==> src/rtl/l2ctl_pkg.sv <==
package l2ctl_pkg;

  typedef enum logic [2:0] {
    CYC_RD_HIT   = 3'd0,
    CYC_WR_HIT   = 3'd1,
    CYC_FILL     = 3'd2,
    CYC_WBACK    = 3'd3,
    CYC_PCI_HIT  = 3'd4,
    CYC_CPU_PCI  = 3'd5,
    CYC_NC_RD    = 3'd6,
    CYC_MISS_RD  = 3'd7
  } cyc_e;

  // Per-cycle-type strobe profile
  typedef struct packed {
    logic oe_full;   // output enable for the whole window
    logic oe_short;  // output enable for the early beats only
    logic adv;       // burst advance after the first beat
    logic wr_mask;   // write lanes selected by byte enables
    logic wr_all;    // write every lane
    logic pci_cads;  // address strobe on first beat when bus owned
    logic ce_full;   // chip enable for the whole window
  } prof_t;

endpackage

==> src/rtl/l2ctl_profile.sv <==
module l2ctl_profile
  import l2ctl_pkg::*;
(
  input  cyc_e  ctype,
  output prof_t prof
);
  always_comb begin
    prof = '0;
    unique case (ctype)
      CYC_RD_HIT:  begin prof.oe_full = 1'b1; prof.adv = 1'b1; prof.ce_full = 1'b1; end
      CYC_WR_HIT:  begin prof.wr_mask = 1'b1; prof.adv = 1'b1; prof.ce_full = 1'b1; end
      CYC_FILL:    begin prof.wr_all  = 1'b1; prof.adv = 1'b1; prof.ce_full = 1'b1; end
      CYC_WBACK:   begin prof.oe_full = 1'b1; prof.adv = 1'b1; prof.ce_full = 1'b1; end
      CYC_PCI_HIT: begin prof.oe_full = 1'b1; prof.pci_cads = 1'b1; prof.ce_full = 1'b1; end
      CYC_CPU_PCI, CYC_NC_RD, CYC_MISS_RD: prof.oe_short = 1'b1;
      default:     prof = '0;
    endcase
  end
endmodule

==> src/rtl/l2ctl_beat_fsm.sv <==
module l2ctl_beat_fsm
  import l2ctl_pkg::*;
#(
  parameter int LINE_BEATS = 4,
  parameter int BE_W       = 8,
  localparam int BEAT_W    = (LINE_BEATS > 1) ? $clog2(LINE_BEATS) : 1
) (
  input  logic              clk,
  input  logic              rst_n,
  input  logic              start_i,
  input  cyc_e              ctype_i,
  input  logic [BE_W-1:0]   be_i,
  input  logic              own_i,
  // next-state view, consumed by the strobe register stage
  output logic              busy_d,
  output logic [BEAT_W-1:0] beat_d,
  output cyc_e              ctype_d,
  output logic [BE_W-1:0]   be_d,
  output logic              own_d,
  // registered state
  output logic              busy_q,
  output logic [BEAT_W-1:0] beat_q,
  output cyc_e              ctype_q,
  output logic              own_q,
  output logic              done_q
);
  localparam logic [BEAT_W-1:0] LAST = BEAT_W'(LINE_BEATS - 1);

  logic [BE_W-1:0] be_q;
  logic            accept;
  logic            at_last;

  assign accept  = !busy_q && start_i;
  assign at_last = busy_q && (beat_q == LAST);

  always_comb begin
    busy_d  = busy_q;
    beat_d  = beat_q;
    ctype_d = ctype_q;
    be_d    = be_q;
    own_d   = own_q;
    if (accept) begin
      busy_d  = 1'b1;
      beat_d  = '0;
      ctype_d = ctype_i;
      be_d    = be_i;
      own_d   = own_i;
    end else if (at_last) begin
      busy_d = 1'b0;
      beat_d = '0;
    end else if (busy_q) begin
      beat_d = beat_q + BEAT_W'(1);
    end
  end

  always_ff @(posedge clk or negedge rst_n) begin
    if (!rst_n) begin
      busy_q  <= 1'b0;
      beat_q  <= '0;
      ctype_q <= CYC_RD_HIT;
      be_q    <= '0;
      own_q   <= 1'b0;
      done_q  <= 1'b0;
    end else begin
      busy_q  <= busy_d;
      beat_q  <= beat_d;
      ctype_q <= ctype_d;
      be_q    <= be_d;
      own_q   <= own_d;
      done_q  <= at_last;
    end
  end
endmodule

==> src/rtl/l2ctl_strobe_gen.sv <==
module l2ctl_strobe_gen
  import l2ctl_pkg::*;
#(
  parameter int LINE_BEATS     = 4,
  parameter int SHORT_OE_BEATS = 2,
  parameter int BE_W           = 8,
  localparam int BEAT_W        = (LINE_BEATS > 1) ? $clog2(LINE_BEATS) : 1
) (
  input  logic              clk,
  input  logic              rst_n,
  input  logic              busy_d,
  input  logic [BEAT_W-1:0] beat_d,
  input  prof_t             prof_d,
  input  logic [BE_W-1:0]   be_d,
  input  logic              own_d,
  output logic              cads_n,
  output logic              cadv_n,
  output logic              ce_n,
  output logic              coe_n,
  output logic [BE_W-1:0]   bwe_n
);
  localparam logic [BEAT_W-1:0] SHORT = BEAT_W'(SHORT_OE_BEATS);

  logic            early;
  logic            oe_on;
  logic            ce_on;
  logic            cads_on;
  logic            adv_on;
  logic [BE_W-1:0] wr_on;

  assign early   = beat_d < SHORT;
  assign oe_on   = busy_d && (prof_d.oe_full || (prof_d.oe_short && early));
  assign ce_on   = busy_d && (prof_d.ce_full || early);
  assign cads_on = busy_d && prof_d.pci_cads && own_d && (beat_d == '0);
  assign adv_on  = busy_d && prof_d.adv && (beat_d != '0);

  for (genvar i = 0; i < BE_W; i++) begin : g_lane
    assign wr_on[i] = busy_d && !oe_on && (prof_d.wr_all || (prof_d.wr_mask && be_d[i]));
  end

  always_ff @(posedge clk or negedge rst_n) begin
    if (!rst_n) begin
      cads_n <= 1'b1;
      cadv_n <= 1'b1;
      ce_n   <= 1'b1;
      coe_n  <= 1'b1;
      bwe_n  <= '1;
    end else begin
      cads_n <= !cads_on;
      cadv_n <= !adv_on;
      ce_n   <= !ce_on;
      coe_n  <= !oe_on;
      bwe_n  <= ~wr_on;
    end
  end
endmodule

==> src/rtl/l2ctl_sram_seq.sv <==
module l2ctl_sram_seq
  import l2ctl_pkg::*;
#(
  parameter int LINE_BEATS     = 4,
  parameter int SHORT_OE_BEATS = 2,
  parameter int BE_W           = 8
) (
  input  logic            clk,
  input  logic            rst_n,
  input  logic            start_i,
  input  logic [2:0]      ctype_i,
  input  logic [BE_W-1:0] be_i,
  input  logic            bus_owned_i,
  output logic            cads_n,
  output logic            cadv_n,
  output logic            ce_n,
  output logic            coe_n,
  output logic [BE_W-1:0] bwe_n,
  output logic            done_o
);
  localparam int BEAT_W = (LINE_BEATS > 1) ? $clog2(LINE_BEATS) : 1;

  logic              busy_d, busy_q, own_d, own_q;
  logic [BEAT_W-1:0] beat_d, beat_q;
  cyc_e              ctype_d, ctype_q;
  logic [BE_W-1:0]   be_d;
  prof_t             prof_d;

  l2ctl_beat_fsm #(.LINE_BEATS(LINE_BEATS), .BE_W(BE_W)) u_fsm (
    .clk(clk), .rst_n(rst_n), .start_i(start_i), .ctype_i(cyc_e'(ctype_i)),
    .be_i(be_i), .own_i(bus_owned_i),
    .busy_d(busy_d), .beat_d(beat_d), .ctype_d(ctype_d), .be_d(be_d), .own_d(own_d),
    .busy_q(busy_q), .beat_q(beat_q), .ctype_q(ctype_q), .own_q(own_q), .done_q(done_o)
  );

  l2ctl_profile u_prof (.ctype(ctype_d), .prof(prof_d));

  l2ctl_strobe_gen #(.LINE_BEATS(LINE_BEATS), .SHORT_OE_BEATS(SHORT_OE_BEATS), .BE_W(BE_W)) u_strb (
    .clk(clk), .rst_n(rst_n), .busy_d(busy_d), .beat_d(beat_d), .prof_d(prof_d),
    .be_d(be_d), .own_d(own_d),
    .cads_n(cads_n), .cadv_n(cadv_n), .ce_n(ce_n), .coe_n(coe_n), .bwe_n(bwe_n)
  );
endmodule

==> config.mk <==
export PLATFORM = sky130hd
export DESIGN_NAME = l2ctl_sram_seq
export DESIGN_NICKNAME = d
export VERILOG_FILES = /design/src/rtl/l2ctl_pkg.sv /design/src/rtl/l2ctl_profile.sv /design/src/rtl/l2ctl_beat_fsm.sv /design/src/rtl/l2ctl_strobe_gen.sv /design/src/rtl/l2ctl_sram_seq.sv
export SDC_FILE = /design/constraint.sdc
export NUM_CORES = 1
export LEC_CHECK = 0
export BUFFER_PORTS_ARGS = -buffer_cell sky130_fd_sc_hd__buf_2
export CAP_MARGIN = 15
export CORE_MARGIN = 8
export CORE_UTILIZATION = 46
export DETAILED_ROUTE_END_ITERATION = 8
export GPL_TIMING_DRIVEN = 0
export PLACE_DENSITY_LB_ADDON = 0.1
export SLEW_MARGIN = 20
export SYNTH_ARGS = -nofsm -noshare
export SYNTH_HDL_FRONTEND = slang
export SYNTH_HIERARCHICAL = 1
export SYNTH_SLANG_ARGS = --single-unit
==> constraint.sdc <==
create_clock -name clk -period 1.4 [get_ports clk]
set_input_delay 0.28 -clock clk [delete_from_list [all_inputs] [get_ports clk]]
set_output_delay 0.28 -clock clk [all_outputs]
set_load 0.02 [all_outputs]
# Word level (Yosys, flattened, before mapping)
# Index checks and enable logic that the tools add are counted.
[word_totals]
in_bits = 15
output_inout_bits = 13
word_cells = 86
register_bits = 28
[classes]
muxes = 15
reduce_logical = 49
bitwise_logic = 1
order_cmp = 1
n_eq_ne = 8
n_addsub = 1
[ops]
columns = ["op", "count"]
rows = [
  ["logical AND 1 bit", 27],
  ["equality test 3 bit, second input constant", 4],
  ["logical OR 1 bit", 10],
  ["2-to-1 mux 1 bit", 10],
  ["2-to-1 mux 8 bit", 1],
  ["NOT 8 bit", 1],
  ["equality test 3 x 2 -> 1 bit, second input constant", 2],
  ["2-to-1 mux 2 bit", 3],
  ["OR reduction 3 bit", 2],
  ["zero test 1 bit", 5],
  ["OR reduction 5 bit", 1],
  ["OR reduction 4 bit", 1],
  ["equality test 3 x 1 -> 1 bit, second input constant", 1],
  ["zero test 3 bit", 1],
  ["2-to-1 mux 3 bit", 1],
  ["adder 2 x 1 -> 2 bit, second input constant", 1],
  ["equality test 2 bit, second input constant", 1],
  ["zero test 2 bit", 1],
  ["less-than comparator 2 bit, second input constant", 1],
  ["nonzero test 2 bit", 1],
]

# Longest topological paths before layout
[logic_depth]
depth_word = 13
depth_mapped = 7
ltp_nobuf = 6

# Cells and area by module
# The synthesis kept the hierarchy.
[by_module_without_submodules]
columns = ["module", "instances", "cells_each", "seq_area_each_um2", "area_per_inst_um2"]
rows = [
  ["l2ctl_beat_fsm", 1, 39, 400.4, 653.1],
  ["l2ctl_strobe_gen", 1, 41, 315.3, 495.5],
  ["l2ctl_profile", 1, 8, 0.0, 50.0],
]

# Worst setup path before layout
# Ideal clock, no wire load.
[synth_timing]
kind = "register to register"
start = "register u_fsm.busy_q"
end = "register u_strb.bwe_n[0]"
synth_period_minus_slack_ns = 1.560
t_arrival_ns = 1.497
slack_ns = -0.160
setup_time_ns = 0.064
path_buffers = 1
required_time_ns = 1.336
path_stages_with_launch = 8
cell_sequence = "dfrtp_1 nand2b_4 mux2_2 nand3b_1 o21ai_0 and2b_1 buf_6 nand3_1"
[synth_lines]
columns = ["item", "line", "text"]
rows = [
  ["start, declared", "l2ctl_beat_fsm.sv:21", "output logic busy_q,"],
  ["start signal, assigned", "l2ctl_beat_fsm.sv:65", "busy_q <= busy_d;"],
  ["end signal, assigned", "l2ctl_strobe_gen.sv:53", "bwe_n <= ~wr_on;"],
  ["end, declared", "l2ctl_strobe_gen.sv:20", "output logic [BE_W-1:0] bwe_n"],
]

==> flow_summary.json <==
{
  "wirelength_mm": 2.35,
  "relSlewSlack_pct": 60.8,
  "grt_max_degree": 29,
  "core-area_mm2": 0.00248,
  "syn_inst": 88,
  "cp_data_arrival_time_ns": 1.87,
  "place_inst": 145,
  "p_leak_uw": 0.000779,
  "fmax_mhz": 624,
  "worstReg2RegEnd": "u_strb/bwe_n[4]$_DFF_PN1_",
  "worst_pin_slew_ns": 0.588,
  "regArea_um2": 716,
  "avgSynthCellArea_um2": 13.6,
  "cts_tree": "yes",
  "powerDensity_mw_per_mm2": 2500,
  "setup.worst_path.class": "reg2reg",
  "multi_input_area_um2": 497,
  "die_area_mm2": 0.00450,
  "hold_depth": 2,
  "hp-start": "be_i[5]",
  "final_cell_mix": "27 x buf_2, 16 x dfrtp_1, 12 x mux2_4, 12 x dfstp_2",
  "slew_viol_final": 0,
  "whs_ns": 0.197,
  "fin_nets": 144,
  "layout_setup_ws_ns": -0.201,
  "area_growth_pct": 29.6,
  "routabilityCongestion": 0.715,
  "layout_min_cycle_time_ns": 1.60,
  "synth-simple-area-share_pct": 11.7,
  "routedWlPerCell_um": 15.0,
  "synth_cell_type_count": 28,
  "ys_ff_latch": 28,
  "grt_usage_pct": 11.0,
  "grt_pass1_vias": 830,
  "fin_cells": 157,
  "die-width_um": 67.0,
  "hp-class": "in2reg",
  "cts_max_level": 1,
  "synth.top_cells.by_area": "dfrtp_1 33%, dfstp_2 26%, mux2_4 11%, a21o_1 5.0%, nand3_1 3.3%",
  "syn_area_mm2": 0.00120,
  "crit_path_max_fanout": 8,
  "p_sw_uw": 1410,
  "rr_startpoint": "u_fsm/busy_q$_DFF_PN0_",
  "place_hpwl_mm": 1.55,
  "seqPwrFrac_pct": 34.8,
  "start_util_pct": 48.4,
  "diodes": 0,
  "clockRootBuffer": "clkbuf_4",
  "overflow": 0,
  "hold_end": "u_fsm/be_q[5]$_DFF_PN0_",
  "synth_adder_area_share_pct": 1.04,
  "syn_nets": 104,
  "clock_latency_ns": 0.32,
  "swShare_pct": 36.3,
  "finalCritPeriodShare_pct": 114,
  "required_ns": 1.67,
  "first_iter_violations": 10,
  "clk_pin_slew_ns": 0.14,
  "peakVddDrop_v": 0.00138,
  "hold_violations": 0,
  "portBuffers": 27,
  "antenna_left": 0,
  "yosysSeqAreaShare_pct": 59.7,
  "synthXorXnorAreaFrac_pct": 0,
  "viasPerCell": 5.14,
  "synth-compound-area-share_pct": 8.56,
  "power_uw": 3890,
  "end_kind": "flop",
  "finalSetupTns_ns": -1.83,
  "synth_top_family_by_area": "multiplexers",
  "cts_buffers": 3,
  "vias": 807,
  "grt_pass1_wl_mm": 3.82,
  "clkSinkCount": 28,
  "clock_path_buffers": 2,
  "p_clk_share_pct": 9.8,
  "violations": "negative setup slack",
  "num_rows": 18,
  "p_int_uw": 2480,
  "crit_path_start_kind": "flop",
  "reg2regPathDepth": 6,
  "r2r_slack_ns": -0.20,
  "drc": 0,
  "setup_viol": 11,
  "cap_violations": 0,
  "finClkSkew_ns": 0.00214,
  "yosys_warnings": 6,
  "die_height_um": 67.0,
  "fill_cells": 207,
  "yosys.area.top_type_share_pct": 33.4,
  "antenna_found_initial": 0,
  "layout_commonest_cell": "buf_2",
  "rsz0062_at_grt": "true",
  "layout-drive-gt1-share_pct": 63.0,
  "ios": 28,
  "outcome": "finished with violations",
  "firstDrtPassIters": 4,
  "synthMuxAreaShare_pct": 14.1,
  "synth_top_area_cell": "dfrtp_1",
  "p_comb_share_pct": 55.4
}
==> layout make-up <==
cell class,instances,area share [%]
Clock buffer,4,2.33
Buffer,4,2.58
Multi-Input combinational cell,50,32.0
Inverter,5,1.21
Timing Repair Buffer,36,13.4
Sequential cell,28,46.1
Tap cell,30,2.42
==> worst max path at each step <==
stage / startpoint / endpoint / slack, ns / cells after the start
2_1_floorplan: u_fsm/busy_q$_DFF_PN0_ / u_strb/bwe_n[0]$_DFF_PN1_ / -0.14 / 7
3_5_place_dp: u_fsm/busy_q$_DFF_PN0_ / u_strb/bwe_n[4]$_DFF_PN1_ / -0.30 / 6
5_1_grt: u_fsm/busy_q$_DFF_PN0_ / u_strb/bwe_n[0]$_DFF_PN1_ / -0.27 / 6
4_1_cts: u_fsm/busy_q$_DFF_PN0_ / u_strb/bwe_n[2]$_DFF_PN1_ / -0.18 / 6
6_report: u_fsm/busy_q$_DFF_PN0_ / u_strb/bwe_n[4]$_DFF_PN1_ / -0.20 / 6
3_3_place_gp: u_fsm/beat_q[0]$_DFF_PN0_ / u_strb/bwe_n[5]$_DFF_PN1_ / -0.28 / 6
==> power by group through the flow <==
stage	Sequential (uW)	Clock (uW)	Combinational [uW]
after floorplan	1560	0	1140
after detailed placement	1390	0	1710
after global placement	1370	0	1700
final	1360	380	2160
after CTS	1360	391	1940
after global routing	1390	424	2340
==> worst max-delay path, cell delays in order, from the launching register on <==
cell	delay, ns
dfrtp_1	0.42
nand2b_4	0.18
mux2_4	0.35
nand3b_1	0.19
o21ai_2	0.08
and2b_4	0.24
nand3_1	0.09
==> flip-flops by register name, summed over array words and instances, names as in the netlist, 2 cells and up <==
register	count
u_fsm/beat_q	2
u_fsm/ctype_q	3
u_strb/bwe_n	8
u_fsm/be_q	8
==> per-stage QoR <==
| step | util [%] | setup slack (ns) | cell area (um2) |
|---|---|---|---|
| 2_1_floorplan | - | -0.137 | 1200 |
| 3_5_place_dp | 55.5 | -0.296 | 1380 |
| 3_3_place_gp | 55.5 | -0.279 | 1380 |
| 6_report | 62.7 | -0.201 | 1550 |
| 4_1_cts | 60.1 | -0.176 | 1490 |
| 5_1_grt | 62.7 | -0.269 | 1550 |
==> cell families after synthesis <==
kind of cell             Yosys count
adder cells (fa/ha/maj)            1
buffers and inverters             10
multiplexers                      12
AND/OR/NAND/NOR                   22
flip-flops                        28
AO/OA/AOI/OAI                     15
==> cells in the mapped netlist <==
cell / instances
nor3b_1: 2
nor2b_1: 1
o211ai_1: 1
and2b_1: 1
nor2_1: 1
nand3b_1: 1
clkbuf_2: 2
nand4_1: 1
inv_1: 5
nor3_2: 1
mux2_2: 3
nand2_1: 1
mux2_4: 9
a21o_1: 8
nand2b_1: 2
buf_4: 1
o22ai_1: 1
dfstp_2: 12
nand2b_4: 1
dfrtp_1: 16
o32ai_1: 1
and2_1: 1
ha_1: 1
o21ai_0: 3
nand3_1: 8
or2b_1: 1
buf_6: 2
o21ai_1: 1
==> timing repair <==
| item | in CTS | in global routing |
|---|---|---|
| gates resized for setup | 13 | 7 |
| endpoints found under the hold margin | 16 | 0 |
| buffers inserted | 3 | 5 |
| endpoints found under the setup margin | 12 | 12 |
| hold buffers | 1 | 0 |
| pin swaps | 4 | 5 |
==> per-layer routing <==
| metal | global-route usage (%) | up-vias | share of wire [%] |
|---|---|---|---|
| met5 | 0 | - | 0 |
| met1 | 14.1 | 401 | 44 |
| met4 | 4.70 | 0 | 1.3 |
| li1 | - | 381 | - |
| met3 | 2.52 | 4 | 5.9 |
| met2 | 17.2 | 21 | 49 |
Note: power is estimated with default switching activity, not from simulation.
